### config.mk
export PLATFORM = sky130hd
export DESIGN_NAME = exc_prio_seq
export DESIGN_NICKNAME = d
export VERILOG_FILES = /design/src/rtl/eps_pkg.sv /design/src/rtl/eps_pending.sv /design/src/rtl/eps_picker.sv /design/src/rtl/eps_depth.sv /design/src/rtl/exc_prio_seq.sv
export SDC_FILE = /design/constraint.sdc
export NUM_CORES = 1
export LEC_CHECK = 0
export ABC_CLOCK_PERIOD_IN_PS = 5690
export BUFFER_PORTS_ARGS = -buffer_cell sky130_fd_sc_hd__buf_2
export CAP_MARGIN = 20
export CORE_MARGIN = 1.5
export CORE_UTILIZATION = 56
export DETAILED_ROUTE_END_ITERATION = 8
export GPL_TIMING_DRIVEN = 1
export PLACE_DENSITY = 0.82
export SETUP_SLACK_MARGIN = 0.3
export SYNTH_ARGS = -nofsm -noshare
export SYNTH_HDL_FRONTEND = slang
export SYNTH_SLANG_ARGS = --single-unit
### constraint.sdc
create_clock -name clk -period 5.69 [get_ports clk]
set_clock_uncertainty 0.15 [all_clocks]
set_input_delay 1.138 -clock clk [delete_from_list [all_inputs] [get_ports clk]]
set_output_delay 1.138 -clock clk [all_outputs]
set_load 0.005 [all_outputs]
### src/rtl/eps_pkg.sv
package eps_pkg;
    localparam int unsigned NGRP   = 8;
    localparam int unsigned CODE_W = 3;

    localparam int unsigned C_RESET = 0;
    localparam int unsigned C_ADDR  = 1;
    localparam int unsigned C_BUS   = 2;
    localparam int unsigned C_TRAP  = 3;
    localparam int unsigned C_ILL   = 4;
    localparam int unsigned C_TRACE = 5;
    localparam int unsigned C_HWBK  = 6;
    localparam int unsigned C_IRQ   = 7;

    typedef enum logic [1:0] {
        PH_IDLE = 2'd0,
        PH_EXEC = 2'd1,
        PH_EXC  = 2'd2
    } phase_e;
endpackage

### src/rtl/eps_pending.sv
module eps_pending
    import eps_pkg::*;
(
    input  logic            clk,
    input  logic            rst_n,
    input  logic [NGRP-1:0] req,
    input  logic            flush,
    input  logic [NGRP-1:0] grant_oh,
    output logic [NGRP-1:0] pend_eff
);
    typedef struct packed {
        logic [NGRP-1:0] pend;
    } pend_state_t;

    pend_state_t s_d, s_q;

    assign pend_eff = s_q.pend | req;

    always_comb begin
        s_d = s_q;
        if (flush) begin
            s_d.pend = '0;
        end else begin
            s_d.pend = pend_eff & ~grant_oh;
        end
    end

    always_ff @(posedge clk or negedge rst_n) begin
        if (!rst_n) begin
            s_q <= '0;
        end else begin
            s_q <= s_d;
        end
    end

    // a reset grant leaves nothing pending
    p_flush_clears_r2: assert property (@(posedge clk) disable iff (!rst_n)
        flush |=> (s_q.pend == '0));

    // a pending bit not granted and not flushed survives
    p_hold_pending_r1: assert property (@(posedge clk) disable iff (!rst_n)
        !flush |=> ((($past(s_q.pend) & ~$past(grant_oh)) & ~s_q.pend) == '0));
endmodule

### src/rtl/eps_picker.sv
module eps_picker
    import eps_pkg::*;
(
    input  logic [NGRP-1:0]   elig,
    output logic              any,
    output logic [CODE_W-1:0] code,
    output logic [NGRP-1:0]   onehot
);
    always_comb begin
        any    = |elig;
        code   = '0;
        onehot = '0;
        for (int i = NGRP - 1; i >= 0; i--) begin
            if (elig[i]) begin
                code      = CODE_W'(i);
                onehot    = '0;
                onehot[i] = 1'b1;
            end
        end
    end
endmodule

### src/rtl/eps_depth.sv
module eps_depth #(
    parameter int unsigned DEPTH_W = 4
) (
    input  logic               clk,
    input  logic               rst_n,
    input  logic               inc,
    input  logic               dec,
    input  logic               clr,
    output logic [DEPTH_W-1:0] depth
);
    localparam logic [DEPTH_W-1:0] DEPTH_MAX = {DEPTH_W{1'b1}};

    typedef struct packed {
        logic [DEPTH_W-1:0] cnt;
    } depth_state_t;

    depth_state_t s_d, s_q;

    assign depth = s_q.cnt;

    always_comb begin
        s_d = s_q;
        if (clr) begin
            s_d.cnt = '0;
        end else if (inc && !dec) begin
            if (s_q.cnt != DEPTH_MAX) s_d.cnt = s_q.cnt + 1'b1;
        end else if (dec && !inc) begin
            if (s_q.cnt != '0) s_d.cnt = s_q.cnt - 1'b1;
        end
    end

    always_ff @(posedge clk or negedge rst_n) begin
        if (!rst_n) begin
            s_q <= '0;
        end else begin
            s_q <= s_d;
        end
    end

    // the count moves by at most one step per cycle
    p_depth_step_r9: assert property (@(posedge clk) disable iff (!rst_n)
        !clr |=> (s_q.cnt == $past(s_q.cnt) ||
                  s_q.cnt == $past(s_q.cnt) + 1'b1 ||
                  s_q.cnt == $past(s_q.cnt) - 1'b1));

    // a reset grant empties the stack count
    p_depth_clear_r2: assert property (@(posedge clk) disable iff (!rst_n)
        clr |=> (s_q.cnt == '0));
endmodule

### src/rtl/exc_prio_seq.sv
module exc_prio_seq
    import eps_pkg::*;
#(
    parameter int unsigned DEPTH_W = 4
) (
    input  logic               clk,
    input  logic               rst_n,
    input  logic [7:0]         exc_req,
    input  logic               insn_start,
    input  logic               insn_done,
    input  logic               exc_done,
    input  logic               handler_return,
    output logic               grant_valid,
    output logic [2:0]         grant_code,
    output logic               save_ctx,
    output logic [DEPTH_W-1:0] ctx_depth
);
    typedef struct packed {
        phase_e            phase;
        logic              gv;
        logic [CODE_W-1:0] code;
        logic              save;
    } seq_state_t;

    seq_state_t s_d, s_q;

    logic [NGRP-1:0]   pend_eff;
    logic [NGRP-1:0]   elig;
    logic              pick_any;
    logic [CODE_W-1:0] pick_code;
    logic [NGRP-1:0]   pick_oh;
    logic              flush;
    logic              is_idle;
    logic              is_exec;

    assign is_idle = (s_q.phase == PH_IDLE);
    assign is_exec = (s_q.phase == PH_EXEC);
    assign flush   = pick_any && (pick_code == CODE_W'(C_RESET));

    eps_pending i_pending (
        .clk      (clk),
        .rst_n    (rst_n),
        .req      (exc_req),
        .flush    (flush),
        .grant_oh (pick_oh),
        .pend_eff (pend_eff)
    );

    // Phase gating of each group
    always_comb begin
        elig          = '0;
        elig[C_RESET] = pend_eff[C_RESET];
        elig[C_ADDR]  = pend_eff[C_ADDR];
        elig[C_BUS]   = pend_eff[C_BUS];
        elig[C_TRAP]  = pend_eff[C_TRAP] && is_exec;
        elig[C_ILL]   = pend_eff[C_ILL] && is_idle && insn_start;
        elig[C_TRACE] = pend_eff[C_TRACE] && is_idle;
        elig[C_HWBK]  = pend_eff[C_HWBK] && is_idle;
        elig[C_IRQ]   = pend_eff[C_IRQ] && is_idle;
    end

    eps_picker i_picker (
        .elig   (elig),
        .any    (pick_any),
        .code   (pick_code),
        .onehot (pick_oh)
    );

    eps_depth #(.DEPTH_W(DEPTH_W)) i_depth (
        .clk   (clk),
        .rst_n (rst_n),
        .inc   (pick_any && !flush),
        .dec   (handler_return),
        .clr   (flush),
        .depth (ctx_depth)
    );

    always_comb begin
        s_d      = s_q;
        s_d.gv   = pick_any;
        s_d.code = pick_code;
        s_d.save = pick_any && !flush;
        if (pick_any) begin
            s_d.phase = PH_EXC;
        end else begin
            unique case (s_q.phase)
                PH_IDLE: if (insn_start) s_d.phase = PH_EXEC;
                PH_EXEC: if (insn_done)  s_d.phase = PH_IDLE;
                PH_EXC:  if (exc_done)   s_d.phase = PH_IDLE;
                default: s_d.phase = PH_IDLE;
            endcase
        end
    end

    always_ff @(posedge clk or negedge rst_n) begin
        if (!rst_n) begin
            s_q <= '{phase: PH_IDLE, gv: 1'b0, code: '0, save: 1'b0};
        end else begin
            s_q <= s_d;
        end
    end

    assign grant_valid = s_q.gv;
    assign grant_code  = s_q.code;
    assign save_ctx    = s_q.save;

    // context saving follows the granted code
    p_save_flag_r3: assert property (@(posedge clk) disable iff (!rst_n)
        s_q.gv |-> (s_q.save == (s_q.code != '0)));

    // traps start only inside an executing instruction
    p_trap_in_exec_r5: assert property (@(posedge clk) disable iff (!rst_n)
        (s_q.gv && s_q.code == CODE_W'(C_TRAP)) |-> ($past(s_q.phase) == PH_EXEC));

    // opcode violations start only with an instruction start
    p_ill_at_start_r6: assert property (@(posedge clk) disable iff (!rst_n)
        (s_q.gv && s_q.code == CODE_W'(C_ILL)) |->
            ($past(insn_start) && $past(s_q.phase) == PH_IDLE));

    // boundary group only between instructions
    p_boundary_r7: assert property (@(posedge clk) disable iff (!rst_n)
        (s_q.gv && s_q.code >= CODE_W'(C_TRACE)) |-> ($past(s_q.phase) == PH_IDLE));

    // no lower code was eligible when the grant was decided
    p_lowest_wins_r8: assert property (@(posedge clk) disable iff (!rst_n)
        s_q.gv |-> (($past(elig) & ((8'd1 << s_q.code) - 8'd1)) == 8'd0));

    // after any grant the core is in exception processing
    p_grant_phase_r10: assert property (@(posedge clk) disable iff (!rst_n)
        s_q.gv |-> (s_q.phase == PH_EXC));
endmodule

# Word-level counts from Yosys, hierarchy flattened
# Index checks and enable logic that the tools add are counted.
# Widths: inputs -> output; s select.
[word_totals] input_bits=14 regBits=19 word_cells=66
[classes] addsub=2 eq_ne=7 mux=27 n_reduce_logical=21 bitwise=3
[op_table] operator="$mux 8" count=9
[op_table] operator="$mux 3" count=8
[op_table] operator="$mux 4" count=5
[op_table] operator="$ne 3x3->1 const B" count=4
[op_table] operator="$logic_and 1x1->1" count=10
[op_table] operator="$and 8x8->8" count=1
[op_table] operator="$mux 2" count=4
[op_table] operator="$not 8->8" count=1
[op_table] operator="$or 8x8->8" count=1
[op_table] operator="$reduce_or 8->1" count=1
[op_table] operator="$pmux 2 s3" count=1
[op_table] operator="$reduce_and 3->1" count=2
[op_table] operator="$reduce_bool 3->1" count=2
[op_table] operator="$add 4x1->4 const B" count=1
[op_table] operator="$ne 4x4->1 const B" count=1
[op_table] operator="$reduce_bool 4->1" count=1
[op_table] operator="$sub 4x1->4 const B" count=1
[op_table] operator="$logic_not 1->1" count=3
[op_table] operator="$logic_not 3->1" count=1
[op_table] operator="$eq 2x1->1 const B" count=1
[op_table] operator="$eq 2x2->1 const B" count=1
[op_table] operator="$logic_not 2->1" count=1

# Longest topological paths before layout
[depth] word_depth=19 depth_mapped=11 depth_no_buf=11

# Modules after synthesis
# Synthesis repeated with hierarchy kept, for this count alone.
[unflattened] hier_cells=100 hier_area_um2=1031.0
[modules_own_cells] mod="eps_pending" cells_per_inst=25 instances=1 area_each_um2=315.3
[modules_own_cells] mod="eps_depth" cells_per_inst=28 instances=1 area_each_um2=294.0
[modules_own_cells] mod="exc_prio_seq" cells_per_inst=24 instances=1 area_each_um2=276.5
[modules_own_cells] mod="eps_picker" cells_per_inst=23 instances=1 area_each_um2=145.1

# Least setup slack after synthesis
# No wires, ideal clock.
[synth_path] path_type="input port to flip-flop" start="input port exc_req[2]" end="register i_depth.s_q (netlist bit i_depth.depth[3])" required_time_ps=5407 cell_stages=11 setup_slack_ps=2271 path_buffers=0 t_arrival_ps=3137 path_cell_list="nor2_1 > a311o_1 > a41oi_4 > a211oi_4 > inv_4 > ha_1 > a21o_1 > a21o_1 > and3b_1 > mux2i_1 > o211ai_1"
[synth_between] elab_chain_len=12
[synth_lines] item="start: declaration" line_no="exc_prio_seq.sv:8" rtl="input logic [7:0] exc_req,"
[synth_lines] item="$or 8x8->8 *" line_no="eps_pending.sv:17" rtl="assign pend_eff = s_q.pend | req;"
[synth_lines] item="$mux 3 (3 in a row)" line_no="eps_picker.sv:14" rtl="if (elig[i]) begin"
[synth_lines] item="$logic_not 3->1" line_no="exc_prio_seq.sv:38" rtl="assign flush = pick_any && (pick_code == CODE_W'(C_RESET));"
[synth_lines] item="$logic_and 1x1->1" line_no="exc_prio_seq.sv:38"
[synth_lines] item="$logic_not 1->1" line_no="exc_prio_seq.sv:72" rtl=".inc (pick_any && !flush),"
[synth_lines] item="$logic_and 1x1->1" line_no="exc_prio_seq.sv:72"
[synth_lines] item="$logic_not 1->1" line_no="eps_depth.sv:27" rtl="end else if (dec && !inc) begin"
[synth_lines] item="$logic_and 1x1->1" line_no="eps_depth.sv:27"
[synth_lines] item="$reduce_bool 3->1 (no source line)"
[synth_lines] item="$reduce_and 3->1 (no source line)"
[synth_lines] item="end signal: assignment" line_no="eps_depth.sv:34" rtl="s_q <= '0;"
[synth_lines] item="end signal: assignment" line_no="eps_depth.sv:36" rtl="s_q <= s_d;"
[synth_lines] item="end: declaration" line_no="eps_depth.sv:17" rtl="depth_state_t s_d, s_q;"
# Every way passes the cells marked *; elsewhere a longest branch is shown, timed or not.
# A chain may end at the register's enable or synchronous reset.

# Worst setup path in the final report
# Ends and elaborated chain as after synthesis.

==> results.py <==
metrics = {
    "sta": {
        "setup_viol": 0,
        "worstMarginPinSlew_ns": 0.6726,
        "rsz0062_at_grt": "no",
        "report.final.slew_viol_count": 0,
        "timing.fmax_ghz": 0.2938,
        "layout_setup_ws_ns": 2.286,
        "hold_violations": 0,
        "maxSlewHeadroom": 0.5453,
        "post-route-period-util": 0.5982,
        "period_minus_slack_ns": 3.404,
        "hold_ws_ns": 0.3528,
        "setup_tns_ns": 0,
    },
    "clock_tree": {
        "post_cts_resized": 0,
        "post_cts_buffers": 0,
        "clk_pin_slew_ns": 0.10,
        "numCtsBuffers": 3,
        "cts_tree": "yes",
        "clock_sinks": 18,
        "cts_hold_buf": 0,
        "cts_root_buf": "clkbuf_4",
        "insertion_delay_ns": 0.29,
        "htree_num_levels": 1,
        "cts_max_path_buffers": 2,
    },
    "finish": {
        "final_common_cell": "buf_2",
        "num_antenna_cells": 0,
        "fin_nets": 132,
        "syn2layout_area_growth_pct": 13.95,
        "final_layout_size_suffix_gt1_frac": 0.3772,
        "layout_common_cells": "22 x buf_2, 18 x dfrtp_1, 15 x nor2_1",
    },
    "detailed_routing": {
        "drc": 0,
        "route.antenna.remaining_nets": 0,
        "initialDrtViolationCount": 12,
        "via_per_inst": 5.683,
        "vias": 790,
        "route.final.wire_length_mm": 1.834,
        "wl_per_cell_um": 13.19,
        "dr.pass1.iters": 4,
    },
    "placed_design": {
        "io_buffers": 22,
        "preCtsSetupSlack_ns": 1.985,
        "dp_hpwl_mm": 1.398,
        "gp_congestion": 0.7902,
    },
    "global_route": {
        "antenna_found_initial": 0,
        "track_usage": 0.1995,
        "gr-total-overflow": 0,
        "grt_pass1_wl_mm": 3.042,
        "grt_pass1_vias": 710,
        "grt_max_degree": 19,
    },
    "synth": {
        "synth-seq-cells": 18,
        "ys_async_sr_fraction": 1.000,
        "synth-edff-count": 0,
        "seq_area_frac_synth": 0.4291,
        "ys.flop_type": "dfrtp_1",
        "syn_area_per_cell_sq_um": 11.29,
        "synthCells": 93,
        "ys_types": 48,
        "synth_warnings": 0,
        "syn_nets": 110,
        "syn_area_sq_um": 1050,
    },
    "floorplan": {
        "ios": 23,
        "die_area_sq_um": 2143,
        "die_y_um": 46.30,
        "die_w_um": 46.30,
        "core_sq_um": 1745,
        "fp-row-count": 15,
        "initial_core_util": 0.6014,
    },
    "power": {
        "ir_drop_v": 0.0002162,
        "power_density_nw_per_um2": 312.1,
        "leakagePower_uw": 0.0005587,
        "power_uw": 373.3,
    },
    "setup_path": {
        "path_max_fanout": 4,
        "worstSetupPathType": "input pin to register",
        "start_kind": "input pin",
        "cp-end-kind": "register",
        "arrival_ns": 3.43,
        "cp_data_required_time_ns": 5.72,
    },
    "flow_run": {
        "max_cap_violations": 0,
    },
    "outcome": {
        "status": "complete, no violations",
    },
    "min_path": {
        "hold_path_class": "register to register",
    },
}
==> final cells by class <==
type / instances / area (sq um)
sequential: 18 / 450.4
multi-input combinational: 67 / 554.3
tap: 25 / 31.28
inverter: 3 / 13.76
timing repair buffer: 22 / 110.1
clock buffer: 4 / 36.28
fill: 143 / 549.3
==> registers in the layout, indices dropped and copies added (netlist names) <==
register and flops:
i_pending.s_q 7, i_depth.depth 4, grant_code 3, s_q 2, grant_valid 1, save_ctx 1
==> routing by layer <==
metal | GRT usage | vias up | routed length [um]
li1 | - | 381 | -
met1 | 0.2437 | 390 | 812
met2 | 0.3667 | 17 | 959
met3 | 0.02353 | 2 | 43
met4 | 0.05143 | 0 | 19
met5 | 0 | - | 0
==> stage by stage <==
| step | area, sq um | std cells | utilization |
|---|---|---|---|
| 3_3_place_gp | 1160 | 135 | 0.6645 |
| 5_1_grt | 1196 | 139 | 0.6853 |
| 6_report | 1196 | 139 | 0.6853 |
| 2_1_floorplan | 1050 | 93 | - |
| 3_5_place_dp | 1160 | 135 | 0.6645 |
| 4_1_cts | 1196 | 139 | 0.6853 |
==> power breakdown <==
part           switching, uW  internal [uW]  leakage, uW
registers               22.8            145     0.000222
logic                   60.2           68.5     0.000316
clock network           37.8           39.0    0.0000210
==> cells in the mapped netlist (2+ instances only) <==
cell	instances	area (sq um)
a21oi_1	2	10.01
buf_4	3	22.52
ha_1	2	25.02
inv_1	2	7.510
mux2_4	3	45.04
nor3_1	2	10.01
nor2_1	15	56.30
a311oi_1	3	26.28
mux2i_1	2	20.02
nand2_1	2	7.510
a21o_1	3	22.52
dfrtp_1	18	450.4
==> path summary, 6_finish.rpt <==
check	from	end	slack, ns	cells past startpoint
max	exc_req[2]	i_depth.depth[3]	2.29	12
min	s_q[6]	s_q[5]	0.35	1
max reg2reg	s_q[5]	i_depth.depth[3]	2.84	11
min reg2reg	s_q[6]	s_q[5]	0.35	1
max in group asynchronous	rst_n	i_depth.depth[2]	4.50	1
min in group asynchronous	rst_n	save_ctx	0.60	1
==> critical path: stages <==
cell and delay, ns:
buf_2 0.10, nor2_1 0.31, a311o_1 0.29, a41oi_4 0.07, a211oi_4 0.38, inv_4 0.09
ha_1 0.28, a21o_1 0.17, a21o_1 0.20, and3b_1 0.18, mux2i_1 0.12, o211ai_1 0.09
==> cells by family (layout without fill, tap and decap cells) <==
logic type,Yosys count,after routing,synth area share
flip-flops,18,18,0.4291
buffers and inverters,8,29,0.04291
multiplexers,5,5,0.06198
AO/OA/AOI/OAI,23,23,0.2253
AND/OR/NAND/NOR,34,34,0.1860
adder cells (fa/ha/maj),3,3,0.04291
XOR/XNOR,1,1,0.008345
other,1,1,0.003572
(Power assumes the default switching activity.)
